File: src/rtl/eth_irq_status.sv
module eth_irq_status #(
  parameter int AW = 3
) (
  input  logic          clk,
  input  logic          rst_n,
  input  logic [AW-1:0] bus_addr,
  input  logic          bus_wr,
  input  logic [7:0]    bus_wdata,
  output logic [7:0]    bus_rdata,
  input  logic [3:0]    tx_evt,
  input  logic [3:0]    tx_live,
  input  logic [5:0]    rx_evt,
  output logic          tx_int_n,
  output logic          rx_int_n,
  output logic          irq
);
  localparam logic [AW-1:0] A_TXS = AW'(0);
  localparam logic [AW-1:0] A_TXM = AW'(1);
  localparam logic [AW-1:0] A_RXS = AW'(2);
  localparam logic [AW-1:0] A_RXM = AW'(3);
  localparam logic [AW-1:0] A_SUM = AW'(4);
  localparam logic [7:0] TXM_KEEP = 8'hFE;
  localparam logic [7:0] RXM_KEEP = 8'h9F;

  logic [3:0] tx_st;
  logic [5:0] rx_st;
  logic [7:0] tx_msk, rx_msk;
  logic [7:0] tx_view, rx_view;
  logic [3:0] tx_clr;
  logic [5:0] rx_clr;

  assign tx_clr = (bus_wr && bus_addr == A_TXS) ? bus_wdata[3:0] : 4'h0;
  assign rx_clr = (bus_wr && bus_addr == A_RXS) ? {bus_wdata[7], bus_wdata[4:0]} : 6'h0;

  always_ff @(posedge clk or negedge rst_n) begin
    if (!rst_n) begin
      tx_st  <= '0;
      rx_st  <= '0;
      tx_msk <= '0;
      rx_msk <= '0;
    end else begin
      tx_st <= (tx_st & ~tx_clr) | tx_evt;
      rx_st <= (rx_st & ~rx_clr) | rx_evt;
      if (bus_wr && bus_addr == A_TXM) tx_msk <= bus_wdata & TXM_KEEP;
      if (bus_wr && bus_addr == A_RXM) rx_msk <= bus_wdata & RXM_KEEP;
    end
  end

  assign tx_view  = {tx_live, tx_st};
  assign rx_view  = {rx_st[5], 2'b00, rx_st[4:0]};
  assign tx_int_n = ~|(tx_view & tx_msk);
  assign rx_int_n = ~|(rx_view & rx_msk);
  assign irq      = ~(tx_int_n & rx_int_n);

  always_comb begin
    case (bus_addr)
      A_TXS:   bus_rdata = tx_view;
      A_TXM:   bus_rdata = tx_msk;
      A_RXS:   bus_rdata = rx_view;
      A_RXM:   bus_rdata = rx_msk;
      A_SUM:   bus_rdata = {6'b0, rx_int_n, tx_int_n};
      default: bus_rdata = 8'h00;
    endcase
  end
endmodule


File: config.mk
export PLATFORM = sky130hd
export DESIGN_NAME = eth_irq_status
export DESIGN_NICKNAME = d
export VERILOG_FILES = /design/src/rtl/eth_irq_status.sv
export SDC_FILE = /design/constraint.sdc
export NUM_CORES = 1
export LEC_CHECK = 0
export BUFFER_PORTS_ARGS = -buffer_cell sky130_fd_sc_hd__buf_2
export CELL_PAD_IN_SITES_DETAIL_PLACEMENT = 1
export CELL_PAD_IN_SITES_GLOBAL_PLACEMENT = 1
export CORE_ASPECT_RATIO = 1.5
export CORE_MARGIN = 2
export CORE_UTILIZATION = 42
export DETAILED_ROUTE_END_ITERATION = 10
export PLACE_DENSITY_LB_ADDON = 0.1
export SETUP_SLACK_MARGIN = 0.4
export SYNTH_ARGS = -nofsm -noshare
export SYNTH_HDL_FRONTEND = slang
export SYNTH_SLANG_ARGS = --single-unit
File: constraint.sdc
create_clock -name clk -period 3.1 [get_ports clk]
set_clock_uncertainty 0.15 [all_clocks]
set_input_delay 0.155 -clock clk [delete_from_list [all_inputs] [get_ports clk]]
set_output_delay 0.155 -clock clk [all_outputs]
set_load 0.01 [all_outputs]
# ---- Word level (Yosys, flattened, before mapping)
# Index checks and enable logic that the tools add are counted.
dict set report totals {
  reg_bits 23
  elab_cells 30
  input_bits 28
  output_inout_bits 11
}
dict set report classes {
  muxes 3
  n_eq_ne 4
  reduce_logical 9
  bitwise 10
}
# cell count
set ops {}
lappend ops {{8-bit one-hot mux with 5 select lines} 1}
lappend ops {{8-bit bitwise AND} 2}
lappend ops {{8-bit OR reduction} 2}
lappend ops {{6-bit bitwise AND} 1}
lappend ops {{3-bit by 2-bit equality test with 1-bit output, second input constant} 2}
lappend ops {{6-bit 2-to-1 mux} 1}
lappend ops {{6-bit NOT} 1}
lappend ops {{6-bit bitwise OR} 1}
lappend ops {{4-bit bitwise AND} 1}
lappend ops {{1-bit logical AND} 4}
lappend ops {{4-bit 2-to-1 mux} 1}
lappend ops {{4-bit NOT} 1}
lappend ops {{4-bit bitwise OR} 1}
lappend ops {{3-bit by 1-bit equality test with 1-bit output, second input constant} 1}
lappend ops {{3-bit equality test, second input constant} 1}
lappend ops {{3-bit zero test} 1}
lappend ops {{1-bit zero test} 2}
lappend ops {{1-bit bitwise AND} 1}
lappend ops {{1-bit NOT} 1}

# ---- Logic depth before layout (Yosys ltp)
# Gate-level depths: netlist of run 1.
dict set report depth {
  word_depth 6
  mapped_depth 4
  depth_no_buf 3
}

# ---- Worst setup path before layout of run 1
# No wires, ideal clock.
dict set report synth_path {
  path_kind {register to output}
  startpoint {register tx_msk[1]}
  endpoint {output bus_rdata[0]}
  arrival_ns 1.100
  stages_incl_launch_ff 4
  t_required_ns 2.795
  path_buffers 0
  setup_slack_ns 1.695
  path_cell_list {dfrtp_1 -> a222oi_1 -> and3_1 -> o2bb2ai_1}
}
dict set report synth_between {
  elab_chain_cells 4
}
# item line
set synth_rtl {}
lappend synth_rtl {{from (decl)} 27} ;# logic [7:0] tx_msk, rx_msk;
lappend synth_rtl {{from (signal assigned)} 44} ;# if (bus_wr && bus_addr == A_TXM) tx_msk <= bus_wdata & TXM_KEEP;
lappend synth_rtl {{8-bit bitwise AND} 51} ;# assign tx_int_n = ~|(tx_view & tx_msk);
lappend synth_rtl {{8-bit OR reduction} 51}
lappend synth_rtl {{1-bit zero test} 51}
lappend synth_rtl {{via tx_int_n} 13} ;# output logic tx_int_n,
lappend synth_rtl {{8-bit one-hot mux with 5 select lines} 56} ;# case (bus_addr)
lappend synth_rtl {{to (decl)} 9} ;# output logic [7:0] bus_rdata,
# The timed path passes the listed nets, and every way through them passes these cells.

# ---- Final worst setup path of run 1
dict set report layout_path {
  startpoint {register tx_msk[1]}
  endpoint {output bus_rdata[0]}
}
dict set report layout_between {
  elab_chain_cells 4
}
# item line
set layout_rtl {}
lappend layout_rtl {{8-bit bitwise AND} 51}
lappend layout_rtl {{8-bit OR reduction} 51}
lappend layout_rtl {{1-bit zero test} 51}
lappend layout_rtl {{8-bit one-hot mux with 5 select lines} 56}
# No other way between the ends.

==> reports/summary.txt, run 1 <==
cell count after synthesis: 92
relative slew slack: 0.646
Pint: 0.000526 W
CTS Buf Count: 3
worst-path fanout max: 3
I/O pin total: 39
fin nets: 177
Clock Power Share: 0.259
max-slew violations: 0
clock-pin slew on the worst setup and hold paths: 0.08 ns
total gr overflow: 0
Hold Crit Start: bus_wdata[0]
status: complete, no violations
synth unique cells: 23
first-pass GRT wire length: 5260 um
Final Cycle Share: 0.596
Static Leak: 0.712 nW
Worst EP required: 2.79 ns
Filler cells: 327
Reg-to-Reg Start: tx_msk[3]
quantity of I/O buffers inserted on ports: 38
htree depth: 1
clk buf depth: 2
layout cell share with drive strength beyond 1: 0.372
PwrDens: 444 nW/um^2
Peak VDD IR: 0.000366 V
Post-Route Utilization: 0.606
Clock Tree Root: clkbuf_8
vias in the first global route: 1065
Fin. Hold Viols: 0
DRC Markers: 0
Worst Path Arrival: 1.54 ns
post-synthesis register bit count: 23
Finished Layout Cells: 185
HP Class: input port to flip-flop
# rows: 23
routed len/inst: 17.4 um
multi-input gate area in the final layout: 611 um^2
Pre-antenna DRT Iters: 5
fmax: 0.541 GHz
antenna-violating nets left: 0
setup TNS after final layout: 0 ns
Hold EP: rx_msk[0]
HPWL after detailed placement: 2330 um
Max Cap Viol: 0
worst skew pair latency: 0.26 ns
DIE WIDTH: 47.8 um
Flop pwr share: 0.511
die area: 3340 um^2
Layout area overhead: 35.4%
die height: 69.8 um
number of vias per cell: 5.43
area of the core: 2710 um^2
R2R setup slack: 2.12 ns
Yosys warnings: 0
Reg2Reg Capture Point: tx_msk[3]
Inserted Diodes: 0
mapped cell area: 1210 um^2
mean post-synth cell area: 13.2 um^2
Psw: 0.000202 W
Syn Nets: 120
placed instance count: 165
Final min period: 1.85 ns
antenna violations before repair: 0
worst slew pin tran: 0.531 ns
DR iter-0 viols: 15
Tot GR Track Use: 0.222
DR vias: 1004
Critical Path Source Type: flip-flop
sequential fraction of the synthesis area: 0.475
CP Class: flip-flop to output port
largest net degree at the start of global routing: 24
endpoint class of the critical path: output port
CTS Sinks: 23
RePlAce Congestion: 0.737
TritonCTS clock tree: done
RSZ-0062 raised after global routing: false
drt total wl: 3210 um
Final setup violation count: 0
Hold Path Depth: 2
Starting Density: 0.448
Sequential cell area: 576 um^2
Sw Share: 0.278
worst r2r path cells: 1
combinational power share: 0.231
per-stage QoR:
stage / setup WS (ns) / power [W] / cell area [um^2] / hold WS, ns
after detailed placement: 1.40 / 0.000531 / 1430 / 0.00870
after global routing: 1.20 / 0.000767 / 1640 / 0.0108
final: 1.25 / 0.000728 / 1640 / 0.00979
after CTS: 1.25 / 0.000734 / 1640 / 0.00550
after global placement: 1.41 / 0.000520 / 1430 / 0.00741
after floorplan: 1.70 / 0.000460 / 1210 / -0.291
layer usage:
metal  global-route usage  share of wire  wire length [um]  up-vias
li1                     -              -                 -      465
met4               0.0721         0.0081                26        0
met2                0.360           0.50              1620       35
met3               0.0234          0.050               160        2
met5                    0              0                 0        -
met1                0.299           0.44              1410      502
cells by family after synthesis:
family                 synth area share
multiplexers                      0.246
buffers and inverters            0.0207
AO/OA/AOI/OAI                     0.122
AND/OR/NAND/NOR                   0.136
flip-flops                        0.475
how the worst max path moves through the flow:
stage                            from           end  slack [ns]  depth (start not counted)
final                       tx_msk[1]  bus_rdata[0]        1.25                          4
after global routing        tx_msk[1]  bus_rdata[0]        1.20                          4
after global placement    bus_addr[0]  bus_rdata[3]        1.41                          4
after detailed placement  bus_addr[0]  bus_rdata[4]        1.40                          4
after floorplan             tx_msk[1]  bus_rdata[0]        1.70                          3
after CTS                   tx_msk[1]  bus_rdata[0]        1.25                          4
timing repair:
action / in CTS / in global routing
gates resized for setup: 0 / 0
endpoints found under the setup margin: 0 / 0
buffers inserted: 0 / 0
endpoints found under the hold margin: 39 / 0
hold buffers: 16 / 0
power by group through the flow:
stage,Clock [W],Combinational [W],Sequential [W]
6_report,0.000188,0.000168,0.000372
5_1_grt,0.000204,0.000185,0.000378
4_1_cts,0.000193,0.000170,0.000371
3_5_place_dp,0,0.000154,0.000377
3_3_place_gp,0,0.000148,0.000373
2_1_floorplan,0,0.0000950,0.000365
area by class of cell:
class | count | share of cell area
inverter | 1 | 0.00229
timing repair buffer | 55 | 0.218
tap | 37 | 0.0282
multi-input combinational | 65 | 0.372
clock buffer | 3 | 0.0252
sequential | 23 | 0.351
clock inverter | 1 | 0.00305
registers in the layout, indices dropped and copies added (netlist names):
| name | flops |
|---|---|
| rx_st | 6 |
| rx_msk | 6 |
| tx_st | 4 |
| tx_msk | 7 |
layout by cell type, fill, tap and decap left out, drive strengths merged, types with 2 or more instances in the layout:
cell type / netlist / routed
a21o: 10 / 10
a22oi: 6 / 6
and2: 4 / 4
and3: 2 / 2
buf: 3 / 39
clkbuf: 0 / 3
dfrtp: 23 / 23
dlygate4sd3: 0 / 16
mux2: 14 / 14
mux2i: 2 / 2
mux4: 5 / 5
nand2: 11 / 11
nor3: 3 / 3
synthesized netlist by cell type (all sizes together):
library cell,n,area [um^2]
mux2i,2,20.0
a22oi,6,45.0
inv,1,3.75
o2bb2ai,1,8.76
dfrtp,23,576
mux2,14,158
nor4b,1,23.8
mux4,5,120
a22o,1,8.76
a21o,10,75.1
nor3,3,15.0
nor4bb,1,10.0
nand4,1,21.3
and4bb,1,12.5
a222oi,1,10.0
and3,2,12.5
buf,3,21.3
and2,4,25.0
nand2,11,41.3
nor2,1,3.75
worst max-delay path, cell delays in order, from the launching register on:
cell	delay, ns
dfrtp_1	0.41
a222oi_1	0.35
and3_1	0.26
o2bb2ai_1	0.12
buf_2	0.14
(Power assumes the default switching activity.)
==> inputs of run 2 (changes only) <==
--- a/config.mk
+++ b/config.mk
@@ -5,12 +5,13 @@
 export SDC_FILE = /design/constraint.sdc
 export NUM_CORES = 1
 export LEC_CHECK = 0
+export ABC_AREA = 1
 export BUFFER_PORTS_ARGS = -buffer_cell sky130_fd_sc_hd__buf_2
 export CELL_PAD_IN_SITES_DETAIL_PLACEMENT = 1
 export CELL_PAD_IN_SITES_GLOBAL_PLACEMENT = 1
 export CORE_ASPECT_RATIO = 1.5
 export CORE_MARGIN = 2
-export CORE_UTILIZATION = 42
+export CORE_UTILIZATION = 32
 export DETAILED_ROUTE_END_ITERATION = 10
 export PLACE_DENSITY_LB_ADDON = 0.1
 export SETUP_SLACK_MARGIN = 0.4
==> constraint.sdc (replaced) <==
create_clock -name clk -period 1.6 [get_ports clk]
set_clock_uncertainty 0.15 [all_clocks]
set_input_delay 0.08 -clock clk [delete_from_list [all_inputs] [get_ports clk]]
set_output_delay 0.08 -clock clk [all_outputs]
set_load 0.01 [all_outputs]
==> reports/summary.txt, run 2 <==
status: complete, no violations
die height: 81.9 um
worst r2r path cells: 5
worst slew pin tran: 0.546 ns
CTS Sinks: 23
max-slew violations: 0
synth unique cells: 17
cell count after synthesis: 166
combinational power share: 0.334
Main synth FF type: dfrtp_1
Tot GR Track Use: 0.198
Flop pwr share: 0.427
biggest regs: tx_msk (7), rx_msk (6), rx_st (6)
DIE WIDTH: 55.9 um
worst-path fanout max: 2
Fin. Hold Viols: 0
Post-synth EDFFs: 0
Critical Path Source Type: flip-flop
Max Cap Viol: 0
Post-Route Utilization: 0.506
Hold EP: tx_msk[4]
setup TNS after final layout: 0 ns
Final setup violation count: 0
Hold Crit Start: bus_wr
most frequent cells in the layout: nand2_1 (63), buf_2 (38), dfrtp_1 (23)
Starting Density: 0.330
Inserted Diodes: 0
first-pass GRT wire length: 6780 um
Sw Share: 0.325
Psw: 0.000529 W
final instance area: 1980 um^2
post-synthesis register bit count: 23
DR vias: 1390
R2R setup slack: 0.46 ns
Pint: 0.00110 W
Worst Path Arrival: 1.28 ns
most common cell after layout, fill and taps aside: nand2_1
HP Class: input port to flip-flop
sequential fraction of the synthesis area: 0.445
Reg-to-Reg Start: rx_msk[2]
Most flops, register: tx_msk
Final Cycle Share: 0.945
HPWL after detailed placement: 2930 um
TritonCTS clock tree: done
number of vias per cell: 4.76
quantity of I/O buffers inserted on ports: 38
Yosys warnings: 0
DR iter-0 viols: 44
routed len/inst: 13.9 um
antenna violations before repair: 0
fin nets: 276
Final min period: 1.51 ns
layout cell share with drive strength beyond 1: 0.381
area share of the largest cell type after synthesis: 0.445
RePlAce Congestion: 0.773
Clock Tree Root: clkbuf_8
mean post-synth cell area: 7.79 um^2
Worst EP required: 1.37 ns
mapped cell area: 1290 um^2
Clock Power Share: 0.239
Pre-antenna DRT Iters: 4
# rows: 28
relative slew slack: 0.636
worst skew pair latency: 0.27 ns
Final Total Pwr: 0.00163 W
vias in the first global route: 1443
Static Leak: 1.01 nW
htree depth: 1
top cells by count, synth: nand2_1 (70), dfrtp_1 (23), inv_1 (20)
Layout area overhead: 53.4%
asr flop ratio synth: 1.00
Peak VDD IR: 0.000522 V
CTS Buf Count: 3
total gr overflow: 0
fmax: 0.661 GHz
die area: 4580 um^2
placed cell areas: 1540 um^2
Synth area leaders: dfrtp_1 (44%), nand2_1 (20%), o21ai_2 (7.4%)
DRC Markers: 0
largest net degree at the start of global routing: 24
drt total wl: 4060 um
top-count cell post-synth: nand2_1
RSZ-0062 raised after global routing: true
I/O pin total: 39
PwrDens: 820 nW/um^2
clk buf depth: 2
Reg2Reg Capture Point: rx_msk[2]
antenna-violating nets left: 0
max reg flops: 7
clock-pin slew on the worst setup and hold paths: 0.09 ns
Syn Nets: 194
area of the core: 3920 um^2
endpoint class of the critical path: output port
Yosys top cell by area: dfrtp_1
Hold Path Depth: 3
CP Class: flip-flop to output port
[run 2: changes by cell type in the layout (fill, tap and decap cells not counted), moves of 6 or more]
cell and change:
a21o_1 -10, a22oi_1 -6, buf_4 +14, buf_6 +7, inv_1 +20, mux2_1 -8
mux2_2 -6, nand2_1 +52, nand2_2 +9, nand4_1 +7, o21ai_0 +10, o21ai_2 +11
[run 2: logic make-up (layout without fill, tap and decap cells)]
family          Yosys count  after routing  share of synthesized area
compound gates           23             23                      0.127
flops                    23             23                      0.445
buf+inv                  25            106                     0.0928
simple gates             95             95                      0.336
[run 2: metal layers]
metal	vias up	wire length, um	GRT usage
li1	687	-	-
met1	655	1670	0.220
met2	39	2130	0.371
met3	9	164	0.0268
met4	0	93	0.0929
met5	-	0	0
[run 2: cell type report]
class | instances | area [um^2]
clock buffers | 3 | 41.3
multi-input cells | 118 | 634
clock inverters | 1 | 7.51
flip-flops and latches | 23 | 576
well taps | 45 | 56.3
repair buffers | 80 | 582
inverters | 22 | 87.6
fillers | 492 | 1940
[run 2: critical path: stages, from the launching register on]
cell and delay [ns]:
dfrtp_1 0.42, nand2_1 0.10, nand2_2 0.09, nor2_1 0.09, nand3_1 0.08, nand4_1 0.09, buf_2 0.13
[run 2: power groups by stage]
| stage | combinational, W | sequential [W] | clock, W |
|---|---|---|---|
| after global routing | 0.000603 | 0.000702 | 0.000425 |
| after CTS | 0.000500 | 0.000693 | 0.000404 |
| after global placement | 0.000346 | 0.000709 | 0 |
| after detailed placement | 0.000359 | 0.000713 | 0 |
| after floorplan | 0.000229 | 0.000698 | 0 |
| final | 0.000543 | 0.000695 | 0.000389 |
[run 2: worst max path at each step]
stage,slack [ns],end,start
finish,0.09,bus_rdata[1],rx_msk[2]
global route,0.006,bus_rdata[1],rx_msk[2]
CTS,0.08,irq,tx_st[2]
detailed placement,0.21,tx_msk[3],bus_addr[2]
global placement,0.23,tx_msk[7],bus_addr[2]
floorplan,0.47,irq,rx_st[2]
[run 2: stage by stage]
stage	setup slack [ns]	hold slack, ns	instances
after detailed placement	0.208	-0.0463	250
final	0.0880	0.124	292
after floorplan	0.471	-0.366	166
after global routing	0.00641	0.143	292
after global placement	0.233	-0.0584	250
after CTS	0.0775	0.123	288
[run 2: repair_timing]
| action | CTS | global route |
|---|---|---|
| pin swaps | 7 | 3 |
| setup endpoints to repair | 11 | 14 |
| endpoints found under the hold margin | 46 | 0 |
| resized for setup | 10 | 10 |
| hold buffers | 20 | 0 |
| setup buffers | 14 | 4 |
